`config.mk`:
```
export PLATFORM = sky130hd
export DESIGN_NAME = rtc_regbank
export DESIGN_NICKNAME = d
export VERILOG_FILES = /design/src/rtl/rtc_regbank_pkg.sv /design/src/rtl/rtc_host_qual.sv /design/src/rtl/rtc_core_bytes.sv /design/src/rtl/rtc_gp_store.sv /design/src/rtl/rtc_stat_irq.sv /design/src/rtl/rtc_regbank.sv
export SDC_FILE = /design/constraint.sdc
export NUM_CORES = 1
export LEC_CHECK = 0
export ABC_AREA = 1
export BUFFER_PORTS_ARGS = -buffer_cell sky130_fd_sc_hd__buf_2
export CAP_MARGIN = 0
export CELL_PAD_IN_SITES_DETAIL_PLACEMENT = 1
export CELL_PAD_IN_SITES_GLOBAL_PLACEMENT = 1
export CORE_ASPECT_RATIO = 1.25
export CORE_MARGIN = 2
export CORE_UTILIZATION = 50
export CTS_BUF_LIST = sky130_fd_sc_hd__clkbuf_16
export DETAILED_ROUTE_END_ITERATION = 7
export PLACE_DENSITY_LB_ADDON = 0.3
export SETUP_SLACK_MARGIN = 0.5
export SYNTH_ARGS = -nofsm -noshare
export SYNTH_HDL_FRONTEND = slang
export SYNTH_SLANG_ARGS = --single-unit
export TNS_END_PERCENT = 20
```
`constraint.sdc`:
```
create_clock -name clk -period 3 [get_ports clk]
set_input_delay 0.3 -clock clk [delete_from_list [all_inputs] [get_ports clk]]
set_output_delay 0.3 -clock clk [all_outputs]
set_load 0.02 [all_outputs]
```
`src/rtl/rtc_regbank_pkg.sv`:
```
// Package: shared constants and write-mask rule for the RTC register bank.
// Assumes an 8-bit data path and a 7-bit byte address.
package rtc_regbank_pkg;

    localparam int RB_ADDR_W     = 7;
    localparam int RB_DATA_W     = 8;
    localparam int RB_CORE_BYTES = 14;
    localparam int RB_NUM_FLAGS  = 3;
    localparam int RB_SEL_W      = 4;
    localparam int RB_LINE8_CODE = 8;

    localparam int IDX_CTL_A  = 10;
    localparam int IDX_CTL_B  = 11;
    localparam int IDX_STAT_C = 12;
    localparam int IDX_CTL_D  = 13;

    // Host-writable bits of a core byte, by index.
    function automatic logic [RB_DATA_W-1:0] host_wr_mask(input int idx);
        logic [RB_DATA_W-1:0] m;
        m = '1;
        if (idx == IDX_CTL_A || idx == IDX_CTL_D) m[RB_DATA_W-1] = 1'b0;
        if (idx == IDX_CTL_B)                     m[0] = 1'b0;
        if (idx == IDX_STAT_C)                    m = '0;
        return m;
    endfunction

endpackage

```
`src/rtl/rtc_host_qual.sv`:
```
// Module: rtc_host_qual
// Qualifies host strobes with the access-block input and splits them by
// address region (core bytes, status byte, general-purpose store).
// Assumes single-cycle strobes; purely combinational.
module rtc_host_qual #(
    parameter int ADDR_W     = rtc_regbank_pkg::RB_ADDR_W,
    parameter int CORE_BYTES = rtc_regbank_pkg::RB_CORE_BYTES,
    parameter int STAT_IDX   = rtc_regbank_pkg::IDX_STAT_C
) (
    input  logic              host_blk_i,
    input  logic [ADDR_W-1:0] host_addr_i,
    input  logic              host_wr_i,
    input  logic              host_rd_i,
    output logic              wr_core_o,
    output logic              wr_gp_o,
    output logic              rd_en_o,
    output logic              rd_stat_o
);

    logic in_core;

    // Region decode and strobe qualification.
    always_comb begin
        in_core   = (host_addr_i < ADDR_W'(CORE_BYTES));
        wr_core_o = host_wr_i && !host_blk_i && in_core;
        wr_gp_o   = host_wr_i && !host_blk_i && !in_core;
        rd_en_o   = host_rd_i && !host_blk_i;
        rd_stat_o = rd_en_o && (host_addr_i == ADDR_W'(STAT_IDX));
    end

endmodule

```
`src/rtl/rtc_core_bytes.sv`:
```
// Module: rtc_core_bytes
// Holds the low core bytes (time, alarm, calendar, control). The status
// byte slot is not stored here and reads as zero. Read-only bits are
// protected with a per-byte write mask. Synchronous active-low reset
// clears every stored byte.
module rtc_core_bytes #(
    parameter int ADDR_W     = rtc_regbank_pkg::RB_ADDR_W,
    parameter int DATA_W     = rtc_regbank_pkg::RB_DATA_W,
    parameter int CORE_BYTES = rtc_regbank_pkg::RB_CORE_BYTES
) (
    input  logic                         clk,
    input  logic                         rst_n,
    input  logic                         wr_i,
    input  logic [ADDR_W-1:0]            addr_i,
    input  logic [DATA_W-1:0]            wdata_i,
    output logic [CORE_BYTES*DATA_W-1:0] core_flat_o
);

    import rtc_regbank_pkg::*;

    localparam int IDX_W = $clog2(CORE_BYTES);

    logic [DATA_W-1:0] bytes_q [CORE_BYTES];

    for (genvar i = 0; i < CORE_BYTES; i++) begin : g_byte
        if (i == IDX_STAT_C) begin : g_hole
            // Status byte lives in the status block; slot reads zero here.
            assign bytes_q[i] = '0;
        end else begin : g_store
            localparam logic [DATA_W-1:0] MASK = host_wr_mask(i);
            // Masked byte write with synchronous clear.
            always_ff @(posedge clk) begin
                if (!rst_n)
                    bytes_q[i] <= '0;
                else if (wr_i && addr_i == ADDR_W'(i))
                    bytes_q[i] <= (bytes_q[i] & ~MASK) | (wdata_i & MASK);
            end
        end
        assign core_flat_o[i*DATA_W +: DATA_W] = bytes_q[i];
    end

    // a host write to control byte A leaves its top bit alone.
    a_r6_ro_top_bit: assert property (@(posedge clk) disable iff (!rst_n)
        (wr_i && addr_i == ADDR_W'(IDX_CTL_A))
        |=> (bytes_q[IDX_CTL_A][DATA_W-1] == $past(bytes_q[IDX_CTL_A][DATA_W-1])));

    // a time/calendar write lands whole in the addressed byte.
    a_r2_write_lands: assert property (@(posedge clk) disable iff (!rst_n)
        (wr_i && addr_i < ADDR_W'(IDX_CTL_A))
        |=> (bytes_q[$past(addr_i[IDX_W-1:0])] == $past(wdata_i)));

endmodule

```
`src/rtl/rtc_gp_store.sv`:
```
// Module: rtc_gp_store
// General-purpose byte storage above the core bytes (includes century and
// control bytes). Not reset. Read is combinational on the address.
module rtc_gp_store #(
    parameter int ADDR_W = rtc_regbank_pkg::RB_ADDR_W,
    parameter int DATA_W = rtc_regbank_pkg::RB_DATA_W,
    parameter int BASE   = rtc_regbank_pkg::RB_CORE_BYTES
) (
    input  logic              clk,
    input  logic              rst_n,
    input  logic              wr_i,
    input  logic [ADDR_W-1:0] addr_i,
    input  logic [DATA_W-1:0] wdata_i,
    output logic [DATA_W-1:0] rd_byte_o
);

    localparam int DEPTH = (1 << ADDR_W) - BASE;

    logic [DATA_W-1:0] mem_q [DEPTH];
    logic [ADDR_W-1:0] idx;

    // Offset of the address into the store.
    always_comb idx = addr_i - ADDR_W'(BASE);

    // Byte write into storage.
    always_ff @(posedge clk) begin
        if (wr_i && idx < ADDR_W'(DEPTH))
            mem_q[idx] <= wdata_i;
    end

    // Guarded read.
    always_comb rd_byte_o = (idx < ADDR_W'(DEPTH)) ? mem_q[idx] : '0;

    // a stored byte reads back what was written.
    a_r3_gp_write_lands: assert property (@(posedge clk) disable iff (!rst_n)
        wr_i |=> (mem_q[$past(idx)] == $past(wdata_i)));

endmodule

```
`src/rtl/rtc_stat_irq.sv`:
```
// Module: rtc_stat_irq
// Latches event pulses into status flags, clears them on a status read
// (events in the same cycle win), forms the internal interrupt from flags
// and enables, and routes it with optional inversion on line 8.
module rtc_stat_irq #(
    parameter int NUM_FLAGS  = rtc_regbank_pkg::RB_NUM_FLAGS,
    parameter int SEL_W      = rtc_regbank_pkg::RB_SEL_W,
    parameter int LINE8_CODE = rtc_regbank_pkg::RB_LINE8_CODE
) (
    input  logic                 clk,
    input  logic                 rst_n,
    input  logic [NUM_FLAGS-1:0] evt_i,
    input  logic                 clr_i,
    input  logic [NUM_FLAGS-1:0] en_i,
    input  logic [SEL_W-1:0]     sel_i,
    input  logic                 pol_low_i,
    output logic [NUM_FLAGS-1:0] flags_o,
    output logic                 irq_int_o,
    output logic                 irq_o
);

    logic [NUM_FLAGS-1:0] flags_q;

    // Flag latch: clear on status read, set by events (set wins).
    always_ff @(posedge clk) begin
        if (!rst_n)
            flags_q <= '0;
        else
            flags_q <= (clr_i ? '0 : flags_q) | evt_i;
    end

    // Internal interrupt and routed output.
    always_comb begin
        irq_int_o = |(flags_q & en_i);
        if (sel_i == '0)
            irq_o = 1'b0;
        else if (sel_i == SEL_W'(LINE8_CODE) && pol_low_i)
            irq_o = !irq_int_o;
        else
            irq_o = irq_int_o;
    end

    assign flags_o = flags_q;

    // a status read with no new event leaves no flag pending.
    a_r8_read_clears: assert property (@(posedge clk) disable iff (!rst_n)
        (clr_i && evt_i == '0) |=> (flags_q == '0));

    // every event flag is present after its pulse, read or not.
    a_r9_event_kept: assert property (@(posedge clk) disable iff (!rst_n)
        (|evt_i) |=> ((flags_q & $past(evt_i)) == $past(evt_i)));

endmodule

```
`src/rtl/rtc_regbank.sv`:
```
// Module: rtc_regbank (top)
// Host-facing 128-byte register bank of a real-time clock with status
// flags and a routed interrupt. Read data is registered; a read of the
// status byte clears its flags on the same edge that captures them.
module rtc_regbank #(
    parameter int ADDR_W     = rtc_regbank_pkg::RB_ADDR_W,
    parameter int DATA_W     = rtc_regbank_pkg::RB_DATA_W,
    parameter int CORE_BYTES = rtc_regbank_pkg::RB_CORE_BYTES,
    parameter int NUM_FLAGS  = rtc_regbank_pkg::RB_NUM_FLAGS,
    parameter int SEL_W      = rtc_regbank_pkg::RB_SEL_W
) (
    input  logic                 clk,
    input  logic                 rst_n,
    input  logic                 host_blk_i,
    input  logic [ADDR_W-1:0]    host_addr_i,
    input  logic [DATA_W-1:0]    host_wdata_i,
    input  logic                 host_wr_i,
    input  logic                 host_rd_i,
    output logic [DATA_W-1:0]    host_rdata_o,
    input  logic [NUM_FLAGS-1:0] tk_evt_i,
    input  logic [SEL_W-1:0]     irq_route_i,
    input  logic                 irq_pol_low_i,
    output logic                 irq_o
);

    import rtc_regbank_pkg::*;

    localparam int IDX_W    = $clog2(CORE_BYTES);
    localparam int FLAG_LSB = DATA_W - 1 - NUM_FLAGS;

    logic                         wr_core, wr_gp, rd_en, rd_stat;
    logic [CORE_BYTES*DATA_W-1:0] core_flat;
    logic [DATA_W-1:0]            gp_byte, core_byte, stat_byte, rd_value;
    logic [NUM_FLAGS-1:0]         flags, enables;
    logic                         irq_int;
    logic [DATA_W-1:0]            rdata_q;

    rtc_host_qual #(.ADDR_W(ADDR_W), .CORE_BYTES(CORE_BYTES), .STAT_IDX(IDX_STAT_C)) u_qual (
        .host_blk_i (host_blk_i),
        .host_addr_i(host_addr_i),
        .host_wr_i  (host_wr_i),
        .host_rd_i  (host_rd_i),
        .wr_core_o  (wr_core),
        .wr_gp_o    (wr_gp),
        .rd_en_o    (rd_en),
        .rd_stat_o  (rd_stat)
    );

    rtc_core_bytes #(.ADDR_W(ADDR_W), .DATA_W(DATA_W), .CORE_BYTES(CORE_BYTES)) u_core (
        .clk        (clk),
        .rst_n      (rst_n),
        .wr_i       (wr_core),
        .addr_i     (host_addr_i),
        .wdata_i    (host_wdata_i),
        .core_flat_o(core_flat)
    );

    rtc_gp_store #(.ADDR_W(ADDR_W), .DATA_W(DATA_W), .BASE(CORE_BYTES)) u_gp (
        .clk      (clk),
        .rst_n    (rst_n),
        .wr_i     (wr_gp),
        .addr_i   (host_addr_i),
        .wdata_i  (host_wdata_i),
        .rd_byte_o(gp_byte)
    );

    rtc_stat_irq #(.NUM_FLAGS(NUM_FLAGS), .SEL_W(SEL_W), .LINE8_CODE(RB_LINE8_CODE)) u_stat (
        .clk      (clk),
        .rst_n    (rst_n),
        .evt_i    (tk_evt_i),
        .clr_i    (rd_stat),
        .en_i     (enables),
        .sel_i    (irq_route_i),
        .pol_low_i(irq_pol_low_i),
        .flags_o  (flags),
        .irq_int_o(irq_int),
        .irq_o    (irq_o)
    );

    // Enable bits sit in control byte B at the same positions as the flags.
    assign enables = core_flat[IDX_CTL_B*DATA_W + FLAG_LSB +: NUM_FLAGS];

    // Read-value selection across regions.
    always_comb begin
        core_byte = core_flat[host_addr_i[IDX_W-1:0]*DATA_W +: DATA_W];
        stat_byte = {irq_int, flags, {FLAG_LSB{1'b0}}};
        if (host_addr_i == ADDR_W'(IDX_STAT_C))
            rd_value = stat_byte;
        else if (host_addr_i < ADDR_W'(CORE_BYTES))
            rd_value = core_byte;
        else
            rd_value = gp_byte;
    end

    // Read-data register, updated only on an unblocked read.
    always_ff @(posedge clk) begin
        if (!rst_n)
            rdata_q <= '0;
        else if (rd_en)
            rdata_q <= rd_value;
    end

    assign host_rdata_o = rdata_q;

    // a blocked cycle leaves the read data untouched.
    a_r4_blocked_stable: assert property (@(posedge clk) disable iff (!rst_n)
        host_blk_i |=> $stable(host_rdata_o));

endmodule

```
==> reports/results.ini <==
[status]
status=finished clean

[placed_design]
dpl_cell_area_sq_mm=0.04414
gp_congestion=0.8893
dp_hpwl_mm=85.57
port_buffers=36

[pwr]
p_leak_nw=17.04
finalPower_w=0.03055
ir_worst_vdd_v=0.0003528
swShare_pct=23.82
seq_power_share_pct=51.0
p_comb_share_pct=8.0
p_sw_w=0.007278
power_density_mw_per_mm2=644.1
clkPwrFrac_pct=41.1
internal_power_w=0.02327

[critical_path]
critPathRequiredTime_ns=3.61
crit_path_top_delay_cell=buf_4
worstPathMaxFanout=35
critPathLaunchType=input pin
arrival_ns=3.12
path_class=input pin to flop
end_kind=flop
cpMostUsedCell=nand2_1
reg2reg_depth=13
max_stage_delay_ns=0.29
regToRegStartpoint=u_gp.mem_q[93][2]
critPathLaunch=host_addr_i[1]
crit_chain=buf_2 -> buf_12 -> buf_4 -> nand2_4 -> buf_12 -> buf_4 -> nor2_1 -> nor3_1 -> nand2_1 -> nand3_1 -> nand2_1 -> nor2_1 -> nor2_1 -> nor2_2 -> nand2_1 -> nand2_1 -> nand2_1 -> a21oi_1

[routing]
via_count=30030
drtAntennaViolNets=0
viasPerCell=5.987
avgRoutedWirePerCell_um=27.01
dr.first_iter.drc_count=2970
drc=0
firstDrtPassIters=5
drt_wl_total_mm=135.5

[flow_run]
maxCapViolations=0

[clocking]
clk_pin_slew_ns=0.06
cts_sinks=1024
h-tree-depth=3
cts-root-buf=clkbuf_16
cts_tree=yes
insertion_delay_ns=0.69
numCtsBuffers=99
clockBufferDepth=3

[floorplan]
start_util_pct=50.61
core-area_sq_mm=0.08169
ios=37
fp.dieArea_sq_mm=0.08501
rows=117
die-width_um=261.2
fp.dieH_um=325.5

[sta]
clock.fmax_ghz=0.3989
slew_headroom_pct=29.79
hold_viol=0
tightest_slew_ns=1.049
maxSlewViolCount=0
min_period_over_period_pct=83.57
final-setup-viol-count=0
setup_tns_ns=0
hold_slack_ns=0.07504
clock_skew_ns=0.01834
period_needed_ns=2.507
rsz0062_at_grt=true

[logic_synthesis]
ys_seq_elements=1024
synth_warnings=0
synth-seq-area-share_pct=71.67
ys_types=35
syn_inst=3710
avgSynthCellArea_sq_um=11.14
syn-num-nets=3743
synthesis.area_sq_mm=0.04134

[final_layout]
final_cell_mix=1,279 x nor2_1, 912 x edfxtp_1, 376 x nand2_1
final_core_util_pct=58.07
syn2layout_area_growth_pct=14.74
layout_commonest_cell=nor2_1
drive_above_1_share_pct=11.54
fin_area_sq_mm=0.04743
nets=3892

[global_route]
grt_max_degree=105
grt_usage_pct=32.03
gr-usage-met3_pct=4.862
gr-max-usage-layer=met2
grt_pass1_wl_mm=201.4
grt_pass1_vias=32300
grt_overflow=0
grtUsageMet1_pct=38.25
grtUsageMet2_pct=56.17
antenna_found_initial=1

[worst_hold_path]
worstHoldStart=host_wdata_i[0]
hold_depth=1
hp-class=input pin to flop

through the flow:
stage | std cells | setup WS, ns
2_1_floorplan | 3710 | 0.4921
3_3_place_gp | 4824 | -0.1123
3_5_place_dp | 4824 | -0.2008
4_1_cts | 5014 | 0.5074
5_1_grt | 5014 | 0.4087
6_report | 5015 | 0.4928
state kept, by name (all words and copies together) (netlist names):
| signal | flops |
|---|---|
| host_rdata_o | 8 |
| u_stat.flags_o | 3 |
| u_gp.mem_q | 912 |
| u_core.core_flat_o | 101 |
metal layers:
layer	routed length [um]	up-vias
met2	69510	1349
met3	8870	377
li1	-	13050
met4	6827	0
met5	0	-
met1	50250	15250
critical path, delay by kind of cell:
family | cells | cell delay [ns]
and+or+nand+nor | 12 | 1.55
buffers and inverters | 5 | 1.09
AOI/OAI and AO/OA | 1 | 0.11
cell usage after synthesis (all sizes together):
cell    number  area, sq um
a211oi      54        405.4
a21oi       92        460.4
a22o         1        8.760
a22oi       22        165.2
buf        108        551.8
clkbuf      89        334.1
clkinv       4        15.01
dfxtp      112         2242
edfxtp     912        27390
ha           5        62.56
inv         84        317.8
nand2      380         1426
nand3      324         1622
nand4       27        168.9
nor2      1296         4895
nor3        15        108.9
nor4         9        167.7
o211ai      11        82.58
o21a         1        7.510
o21ai      106        530.5
o21bai       3        22.52
o221ai       2        17.52
o22a         1        8.760
o22ai       20        125.1
or2         29        181.4
xor2         3        26.28
area by class of cell:
class / count / area, sq um
antenna: 1 / 2.502
clock buffer: 103 / 2577
clock inverter: 82 / 641.9
fill: 8417 / 34250
inverter: 88 / 337.8
multi-input combinational: 2401 / 10580
sequential: 1024 / 29630
tap: 1071 / 1340
timing repair buffer: 245 / 2326
final timing paths:
check | to | slack (ns)
min reg2reg | u_core.core_flat_o[46] | 0.45
min | u_gp.mem_q[93][0] | 0.08
max reg2reg | host_rdata_o[2] | 0.91
max | host_rdata_o[0] | 0.49
cells by family (layout without fill, tap and decap cells):
kind of cell	count (synthesis)	count (layout)	synth area share (%)
buffers and inverters	285	518	2.948
adder cells (fa/ha/maj)	5	5	0.1513
flip-flops	1024	1024	71.67
XOR/XNOR	3	3	0.06357
other	0	1	0
AND/OR/NAND/NOR	2080	2080	20.73
AO/OA/AOI/OAI	313	313	4.437
power groups by stage:
stage	sequential, W	clock (W)	combinational [W]
floorplan	0.0159	0	0.00108
global placement	0.0159	0	0.00229
detailed placement	0.0159	0	0.00236
CTS	0.0156	0.0126	0.00239
global route	0.0156	0.0131	0.00257
finish	0.0156	0.0125	0.00244
repair_timing:
action	CTS	global route
endpoints found under the setup margin	0	182
hold buffers	5	0
hold endpoints to repair	19	0
gates resized for setup	0	12
buffers inserted	0	0
Power figures use the tool's default switching activity.
